`src/rtl/rmf_pkg.sv`:
```
package rmf_pkg;
  localparam int RM_W   = 3;
  localparam int FLAG_W = 5;

  // rounding codes; behaviour depends on these values
  localparam int RM_MAX_LEGAL = 4;
  localparam int RM_DYN_CODE  = 7;

  // flag bit positions
  localparam int FLG_INEXACT  = 0;
  localparam int FLG_UNDER    = 1;
  localparam int FLG_OVER     = 2;
  localparam int FLG_DIVZERO  = 3;
  localparam int FLG_INVALID  = 4;

  typedef enum logic [1:0] {
    FOP_WRITE = 2'd0,
    FOP_SET   = 2'd1,
    FOP_CLEAR = 2'd2,
    FOP_NONE  = 2'd3
  } flag_op_e;
endpackage

```
`src/rtl/rmf_mode_resolve.sv`:
```
module rmf_mode_resolve #(
  parameter int RM_W      = rmf_pkg::RM_W,
  parameter int MAX_LEGAL = rmf_pkg::RM_MAX_LEGAL,
  parameter int DYN_CODE  = rmf_pkg::RM_DYN_CODE
) (
  input  logic [RM_W-1:0] field_i,
  input  logic [RM_W-1:0] dyn_i,
  output logic [RM_W-1:0] mode_o,
  output logic            bad_o
);
  localparam logic [RM_W-1:0] DynSel   = RM_W'(DYN_CODE);
  localparam logic [RM_W-1:0] LegalTop = RM_W'(MAX_LEGAL);

  logic [RM_W-1:0] picked;

  always_comb begin
    // the dynamic selector indirects once; a dynamic value of DYN_CODE is illegal
    picked = (field_i == DynSel) ? dyn_i : field_i;
    bad_o  = (picked > LegalTop);
    mode_o = bad_o ? '0 : picked;
  end
endmodule

```
`src/rtl/rmf_mode_reg.sv`:
```
module rmf_mode_reg #(
  parameter int RM_W = rmf_pkg::RM_W
) (
  input  logic            clk,
  input  logic            rst,
  input  logic            we_i,
  input  logic [RM_W-1:0] wdata_i,
  output logic [RM_W-1:0] mode_q
);
  always_ff @(posedge clk) begin
    if (rst)       mode_q <= '0;
    else if (we_i) mode_q <= wdata_i;
  end
endmodule

```
`src/rtl/rmf_flag_acc.sv`:
```
module rmf_flag_acc #(
  parameter int FLAG_W = rmf_pkg::FLAG_W
) (
  input  logic              clk,
  input  logic              rst,
  input  logic              acc_en_i,
  input  logic [FLAG_W-1:0] acc_bits_i,
  input  logic              sw_we_i,
  input  logic [1:0]        sw_op_i,
  input  logic [FLAG_W-1:0] sw_data_i,
  output logic [FLAG_W-1:0] flags_q
);
  import rmf_pkg::*;

  logic [FLAG_W-1:0] flags_d;

  always_comb begin
    flags_d = flags_q;
    if (sw_we_i) begin
      // software access wins over accumulation
      case (sw_op_i)
        FOP_WRITE: flags_d = sw_data_i;
        FOP_SET:   flags_d = flags_q | sw_data_i;
        FOP_CLEAR: flags_d = flags_q & ~sw_data_i;
        default:   flags_d = flags_q;
      endcase
    end else if (acc_en_i) begin
      flags_d = flags_q | acc_bits_i;
    end
  end

  always_ff @(posedge clk) begin
    if (rst) flags_q <= '0;
    else     flags_q <= flags_d;
  end
endmodule

```
`src/rtl/fp_rmode_flags.sv`:
```
module fp_rmode_flags #(
  parameter int RM_W      = rmf_pkg::RM_W,
  parameter int FLAG_W    = rmf_pkg::FLAG_W,
  parameter int MAX_LEGAL = rmf_pkg::RM_MAX_LEGAL,
  parameter int DYN_CODE  = rmf_pkg::RM_DYN_CODE
) (
  input  logic              clk,
  input  logic              rst,
  input  logic [RM_W-1:0]   rm_field,
  input  logic              op_valid,
  input  logic [FLAG_W-1:0] exc_bits,
  input  logic              sw_flags_we,
  input  logic [1:0]        sw_flags_op,
  input  logic [FLAG_W-1:0] sw_flags_wdata,
  input  logic              sw_mode_we,
  input  logic [RM_W-1:0]   sw_mode_wdata,
  output logic [RM_W-1:0]   eff_mode,
  output logic              illegal,
  output logic              wb_en,
  output logic [FLAG_W-1:0] flags,
  output logic [RM_W-1:0]   dyn_mode
);
  import rmf_pkg::*;

  localparam logic [RM_W-1:0] LegalTop = RM_W'(MAX_LEGAL);

  logic commit;

  rmf_mode_reg #(.RM_W(RM_W)) u_mode (
    .clk     (clk),
    .rst     (rst),
    .we_i    (sw_mode_we),
    .wdata_i (sw_mode_wdata),
    .mode_q  (dyn_mode)
  );

  rmf_mode_resolve #(
    .RM_W(RM_W), .MAX_LEGAL(MAX_LEGAL), .DYN_CODE(DYN_CODE)
  ) u_res (
    .field_i (rm_field),
    .dyn_i   (dyn_mode),
    .mode_o  (eff_mode),
    .bad_o   (illegal)
  );

  assign commit = op_valid & ~illegal;
  assign wb_en  = commit;

  rmf_flag_acc #(.FLAG_W(FLAG_W)) u_flags (
    .clk        (clk),
    .rst        (rst),
    .acc_en_i   (commit),
    .acc_bits_i (exc_bits),
    .sw_we_i    (sw_flags_we),
    .sw_op_i    (sw_flags_op),
    .sw_data_i  (sw_flags_wdata),
    .flags_q    (flags)
  );

  // resolver outputs against the raw instruction field
  assert_static_pass_R1: assert property (@(posedge clk) disable iff (rst)
    (rm_field <= LegalTop) |-> (eff_mode == rm_field && !illegal));

  assert_reserved_field_R3: assert property (@(posedge clk) disable iff (rst)
    (rm_field == RM_W'(5) || rm_field == RM_W'(6)) |-> (illegal && !wb_en && eff_mode == '0));

  // flag register behaviour over time
  assert_sticky_merge_R5: assert property (@(posedge clk) disable iff (rst)
    (op_valid && !illegal && !sw_flags_we) |=>
      (((flags & $past(flags)) == $past(flags)) && ((flags & $past(exc_bits)) == $past(exc_bits))));

  assert_fault_no_update_R6: assert property (@(posedge clk) disable iff (rst)
    (op_valid && illegal && !sw_flags_we) |=> $stable(flags));

  assert_idle_no_update_R7: assert property (@(posedge clk) disable iff (rst)
    (!op_valid && !sw_flags_we) |=> $stable(flags));

  assert_sw_write_wins_R9: assert property (@(posedge clk) disable iff (rst)
    (sw_flags_we && sw_flags_op == FOP_WRITE) |=> (flags == $past(sw_flags_wdata)));

  assert_mode_load_R10: assert property (@(posedge clk) disable iff (rst)
    sw_mode_we |=> (dyn_mode == $past(sw_mode_wdata)));
endmodule

```
`config.mk`:
```
export PLATFORM = sky130hd
export DESIGN_NAME = fp_rmode_flags
export DESIGN_NICKNAME = d
export VERILOG_FILES = /design/src/rtl/rmf_pkg.sv /design/src/rtl/rmf_mode_resolve.sv /design/src/rtl/rmf_mode_reg.sv /design/src/rtl/rmf_flag_acc.sv /design/src/rtl/fp_rmode_flags.sv
export SDC_FILE = /design/constraint.sdc
export NUM_CORES = 1
export LEC_CHECK = 0
export BUFFER_PORTS_ARGS = -buffer_cell sky130_fd_sc_hd__clkbuf_2
export CORE_MARGIN = 2
export CORE_UTILIZATION = 30
export DETAILED_ROUTE_END_ITERATION = 10
export SLEW_MARGIN = 40
export SYNTH_ARGS = -nofsm -noshare
export SYNTH_HDL_FRONTEND = slang
export SYNTH_SLANG_ARGS = --single-unit
```
`constraint.sdc`:
```
create_clock -name clk -period 1.27 [get_ports clk]
set_input_delay 0.127 -clock clk [delete_from_list [all_inputs] [get_ports clk]]
set_output_delay 0.127 -clock clk [all_outputs]
set_load 0.005 [all_outputs]
```
# [After elaboration in Yosys (flattened, before gate mapping)]
# Index checks and enable logic that the tools add are counted.
[word_totals] word_cells=21 regBits=8 input_bits=23
[classes] bitwise_logic=6 n_lt_le_gt_ge=1 n_reduce_logical=3 eq_ne=4 muxes=5
[ops] cell="$pmux W5 S3" n=1
[ops] cell="$mux W5" n=2
[ops] cell="$or A5 B5 Y5" n=2
[ops] cell="$mux W3" n=2
[ops] cell="$and A5 B5 Y5" n=1
[ops] cell="$not A5 Y5" n=1
[ops] cell="$ne A4 B1 Y1 const B" n=1
[ops] cell="$eq A3 B3 Y1 const B" n=1
[ops] cell="$gt A3 B3 Y1 const B" n=1
[ops] cell="$eq A2 B1 Y1 const B" n=1
[ops] cell="$eq A2 B2 Y1 const B" n=1
[ops] cell="$logic_not A2 Y1" n=1
[ops] cell="$reduce_and A2 Y1" n=1
[ops] cell="$reduce_bool A2 Y1" n=1
[ops] cell="$and A1 B1 Y1" n=1
[ops] cell="$not A1 Y1" n=1

# [Longest topological paths before layout]
[depth] depth_word=7 depth_mapped=6

# [By module]
# A second synthesis with hierarchy kept.
[hier_totals] cells_unflattened=74 area_unflattened_um2=585.6
[modules_own_cells] module="rmf_flag_acc" cells_each=53 area_per_inst_um2=391.6 n_inst=1
[modules_own_cells] module="rmf_mode_reg" cells_each=9 area_per_inst_um2=101.3 n_inst=1
[modules_own_cells] module="rmf_mode_resolve" cells_each=11 area_per_inst_um2=78.8 n_inst=1
[modules_own_cells] module="fp_rmode_flags" cells_each=1 area_per_inst_um2=13.8 n_inst=1

# [Worst setup path after synthesis]
# Ideal clock, no wire load.
[synth_timing] path_kind="input to register" start="input port sw_flags_op[0]" end="register u_flags.flags_q[3]" slack_ns=-0.042 t_arrival_ns=1.226 stages=6 setup_ns=0.086 cell_sequence="inv_1 > ha_1 > o31ai_2 > and2b_2 > o21ai_0 > a221oi_2"
[synth_between] elab_chain_len=3 word_cells_on_any_way=7 cone_classes="eq/ne: 3; mux: 2; reduce/logical: 2"
[synth_lines] element="start, declared" line_no="fp_rmode_flags.sv:13" text="input logic [1:0] sw_flags_op,"
[synth_lines] element="$eq A2 B2 Y1 (tied with other cells)" line_no="rmf_flag_acc.sv:21" text="case (sw_op_i)"
[synth_lines] element="$pmux W5 S3 or $ne A4 B1 Y1 (tied branches)"
[synth_lines] element="$mux W5 or $reduce_and A2 Y1 (tied branches)"
[synth_lines] element="end signal, assigned" line_no="rmf_flag_acc.sv:34" text="else flags_q <= flags_d;"
[synth_lines] element="end, declared" line_no="rmf_flag_acc.sv:11" text="output logic [FLAG_W-1:0] flags_q"
# Parallel ways exist; a longest one is shown, timed or not.
# A chain may end at the register's enable or synchronous reset.

# [Worst setup path after layout]
[layout_timing] start="register u_mode.mode_q[0]" end="output port wb_en"
[layout_between] elab_chain_len=4
[layout_lines] element="start, declared" line_no="rmf_mode_reg.sv:8" text="output logic [RM_W-1:0] mode_q"
[layout_lines] element="start signal, assigned" line_no="rmf_mode_reg.sv:12" text="else if (we_i) mode_q <= wdata_i;"
[layout_lines] element="$mux W3" line_no="rmf_mode_resolve.sv:18" text="picked = (field_i == DynSel) ? dyn_i : field_i;"
[layout_lines] element="$gt A3 B3 Y1" line_no="rmf_mode_resolve.sv:19" text="bad_o = (picked > LegalTop);"
[layout_lines] element="$not A1 Y1" line_no="fp_rmode_flags.sv:46" text="assign commit = op_valid & ~illegal;"
[layout_lines] element="$and A1 B1 Y1" line_no="fp_rmode_flags.sv:46"
[layout_lines] element="end, declared" line_no="fp_rmode_flags.sv:19" text="output logic wb_en,"
# No other way between the ends.

==> flow_summary.ini <==
[status]
status = complete, but fails checks
violations = negative setup slack

[routing]
drc = 0
vias_per_cell = 4.79
drtIter0Drc = 2
first_pass_iters = 4
routedWlPerCell_um = 10.8
num_vias = 719
drt-total-wl_mm = 1.63
ant_nets = 0

[critical_path]
critPathRequiredTime_ns = 1.14
crit_type = reg2out
critPathTopFamily = flip-flops
crit_slowest_cell = dfxtp_2
startpoint_type = register
critPathBufInv = 2
crit_chain = o21ai_2 -> a31oi_2 -> buf_4 -> nor2_4 -> buf_2
crit_path_max_incr_delay_ns = 0.33
crit_path_end_kind = output port
cp_max_fo = 2
arrival_ns = 1.16

[power_and_ir_drop]
p_int_w = 0.000505
p_seq_share_pct = 38.6
clkPwrFrac_pct = 27.0
power_frac_comb_pct = 34.4
p_leak_nw = 0.454
netSwitchingFraction_pct = 30.2
power.density_nw_per_um2 = 761
ir_drop_uv = 326
p_switching_w = 0.000219

[clock_network]
cts.clk_slew.worst_paths_ns = 0.05
cts.sinks = 8
cts_buffers = 3
cts_hold_buf = 0
htree_num_levels = 1
cts_root_buffer = clkbuf_4
worstSkewPairLatency_ns = 0.25
cts_max_path_buffers = 2
cts_tree = done

[global_route]
grt_max_degree = 9
grt_util_met2_pct = 25.2
overflow = 0
grt_pass1_wl_mm = 2.81
grt_busiest_layer = met2
grt_use_met1_pct = 17.4
grt_usage_pct = 15.0
grt_pass1_vias = 666
antenna_found_initial = 0
grt_use_met3_pct = 3.99

[floorplanning]
fp.dieW_um = 49.1
io-pin-count = 36
initial_core_util_pct = 31.4
die_y_um = 49.1
die_area_um2 = 2410
fp.coreArea_um2 = 1940
placementRows = 16

[synthesis]
syn_nets = 100
syn-cell-area_um2 = 609
synth_seq_cells = 8
yosys_warnings = 0
avgSynthCellArea_um2 = 8.23
post_synth_num_cell_types = 23
postSynthCellCount = 74
synth_seq_area_share_pct = 26.3

[placement]
io_buffers = 35
dp_hpwl_mm = 1.39
gp_congestion = 0.816
pre_cts_slack_ns = -0.177

[finish]
fill_cells = 206
antenna_cells = 0
final_common_cell = clkbuf_2
area_growth_pct = 56.3
fin_util_pct = 49.0
nets = 151
drive_above_1_share_pct = 54.5
layout_common_cells = 33 x clkbuf_2, 10 x buf_4, 9 x a21oi_1

[timing]
hold_viol_final = 0
fmax_ghz = 0.774
rsz0062_at_grt = true
finClkSkew_ns = 0.000909
relSlewSlack_pct = 79.3
tightestPinTransition_ns = 0.310
fin_crit_sh_pct = 102
layout_min_cycle_time_ns = 1.29
slew_viol_final = 0
setup_viol = 1
fin_ws_ns = -0.0215

[min_path]
hp-class = in2reg

[run]
maxCapViolCount = 0
final timing paths:
path | depth (start not counted) | endpoint | startpoint | slack (ns)
hold reg to reg | 2 | u_flags.flags_q[3] | u_flags.flags_q[3] | 0.51
setup / recovery | 5 | wb_en | u_mode.mode_q[0] | -0.02
setup reg to reg | 4 | u_flags.flags_q[2] | u_mode.mode_q[0] | 0.03
hold / removal | 3 | u_mode.mode_q[2] | sw_mode_wdata[2] | 0.12
cells by family (layout without fill, tap and decap cells):
| group | Yosys count | in the layout | synth area share [%] |
|---|---|---|---|
| AOI/OAI and AO/OA | 29 | 29 | 38.0 |
| adders and majority gates | 3 | 3 | 6.16 |
| buffers and inverters | 9 | 58 | 6.16 |
| DFF | 8 | 8 | 26.3 |
| muxes | 3 | 3 | 4.93 |
| and+or+nand+nor | 22 | 22 | 18.5 |
synthesized netlist by cell type (all sizes together):
cell	instances	area (µm²)
a21o	1	7.51
a21oi	9	45.0
a221oi	5	75.1
a31oi	1	12.5
and2	3	18.8
and2b	1	8.76
buf	1	7.51
dfxtp	8	160
ha	3	37.5
inv	8	30.0
mux2i	3	30.0
nand2	6	22.5
nand2b	2	12.5
nand4	1	6.26
nor2	6	22.5
nor2b	1	6.26
o211ai	1	7.51
o21ai	10	53.8
o31a	1	17.5
o31ai	1	12.5
or2b	2	15.0
routing by layer:
metal	part of all wire (%)	vias to the layer above	wire [µm]
met1	43	323	702
met2	50	27	809
li1	-	369	-
met3	7.0	0	113
met4	0	0	0
met5	0	-	0
state kept, by name, summed over array words and instances, names as in the netlist:
signal           flops
u_flags.flags_q      5
u_mode.mode_q        3
timing repair:
action	CTS	global route
cloned	0	0
setup buffers	0	1
resized for setup	5	10
pin swaps	3	10
endpoints found under the setup margin	8	10
per-stage QoR:
step | instance area, µm² | total power (W) | TNS [ns] | std cells | hold WS, ns
2_1_floorplan | 609 | 0.000400 | 0 | 74 | 0.274
6_report | 952 | 0.000725 | -0.0215 | 150 | 0.121
4_1_cts | 925 | 0.000724 | -0.0825 | 149 | 0.120
5_1_grt | 952 | 0.000782 | -0.500 | 150 | 0.125
3_5_place_dp | 893 | 0.000521 | -0.762 | 146 | 0.383
3_3_place_gp | 893 | 0.000515 | -0.355 | 146 | 0.379
cell type report:
type	instances	area [µm²]	share of cell area [%]
sequential	8	163	17.1
timing repair buffer	47	273	28.6
clock buffer	3	22.5	2.37
tap	27	33.8	3.55
inverter	8	30.0	3.15
multi-input combinational	57	430	45.2
worst reg2reg max path: stages, from the launching register on:
cell and delay (ns):
dfxtp_2 0.33, o21ai_2 0.14, a31oi_2 0.11, o31a_4 0.33, a221oi_2 0.25
power groups by stage:
stage | sequential [W] | combinational (W) | clock, W
3_5_place_dp | 0.000283 | 0.000238 | 0
2_1_floorplan | 0.000286 | 0.000113 | 0
3_3_place_gp | 0.000283 | 0.000232 | 0
4_1_cts | 0.000279 | 0.000241 | 0.000204
6_report | 0.000280 | 0.000249 | 0.000196
5_1_grt | 0.000283 | 0.000277 | 0.000222
Power figures use the tool's default switching activity.
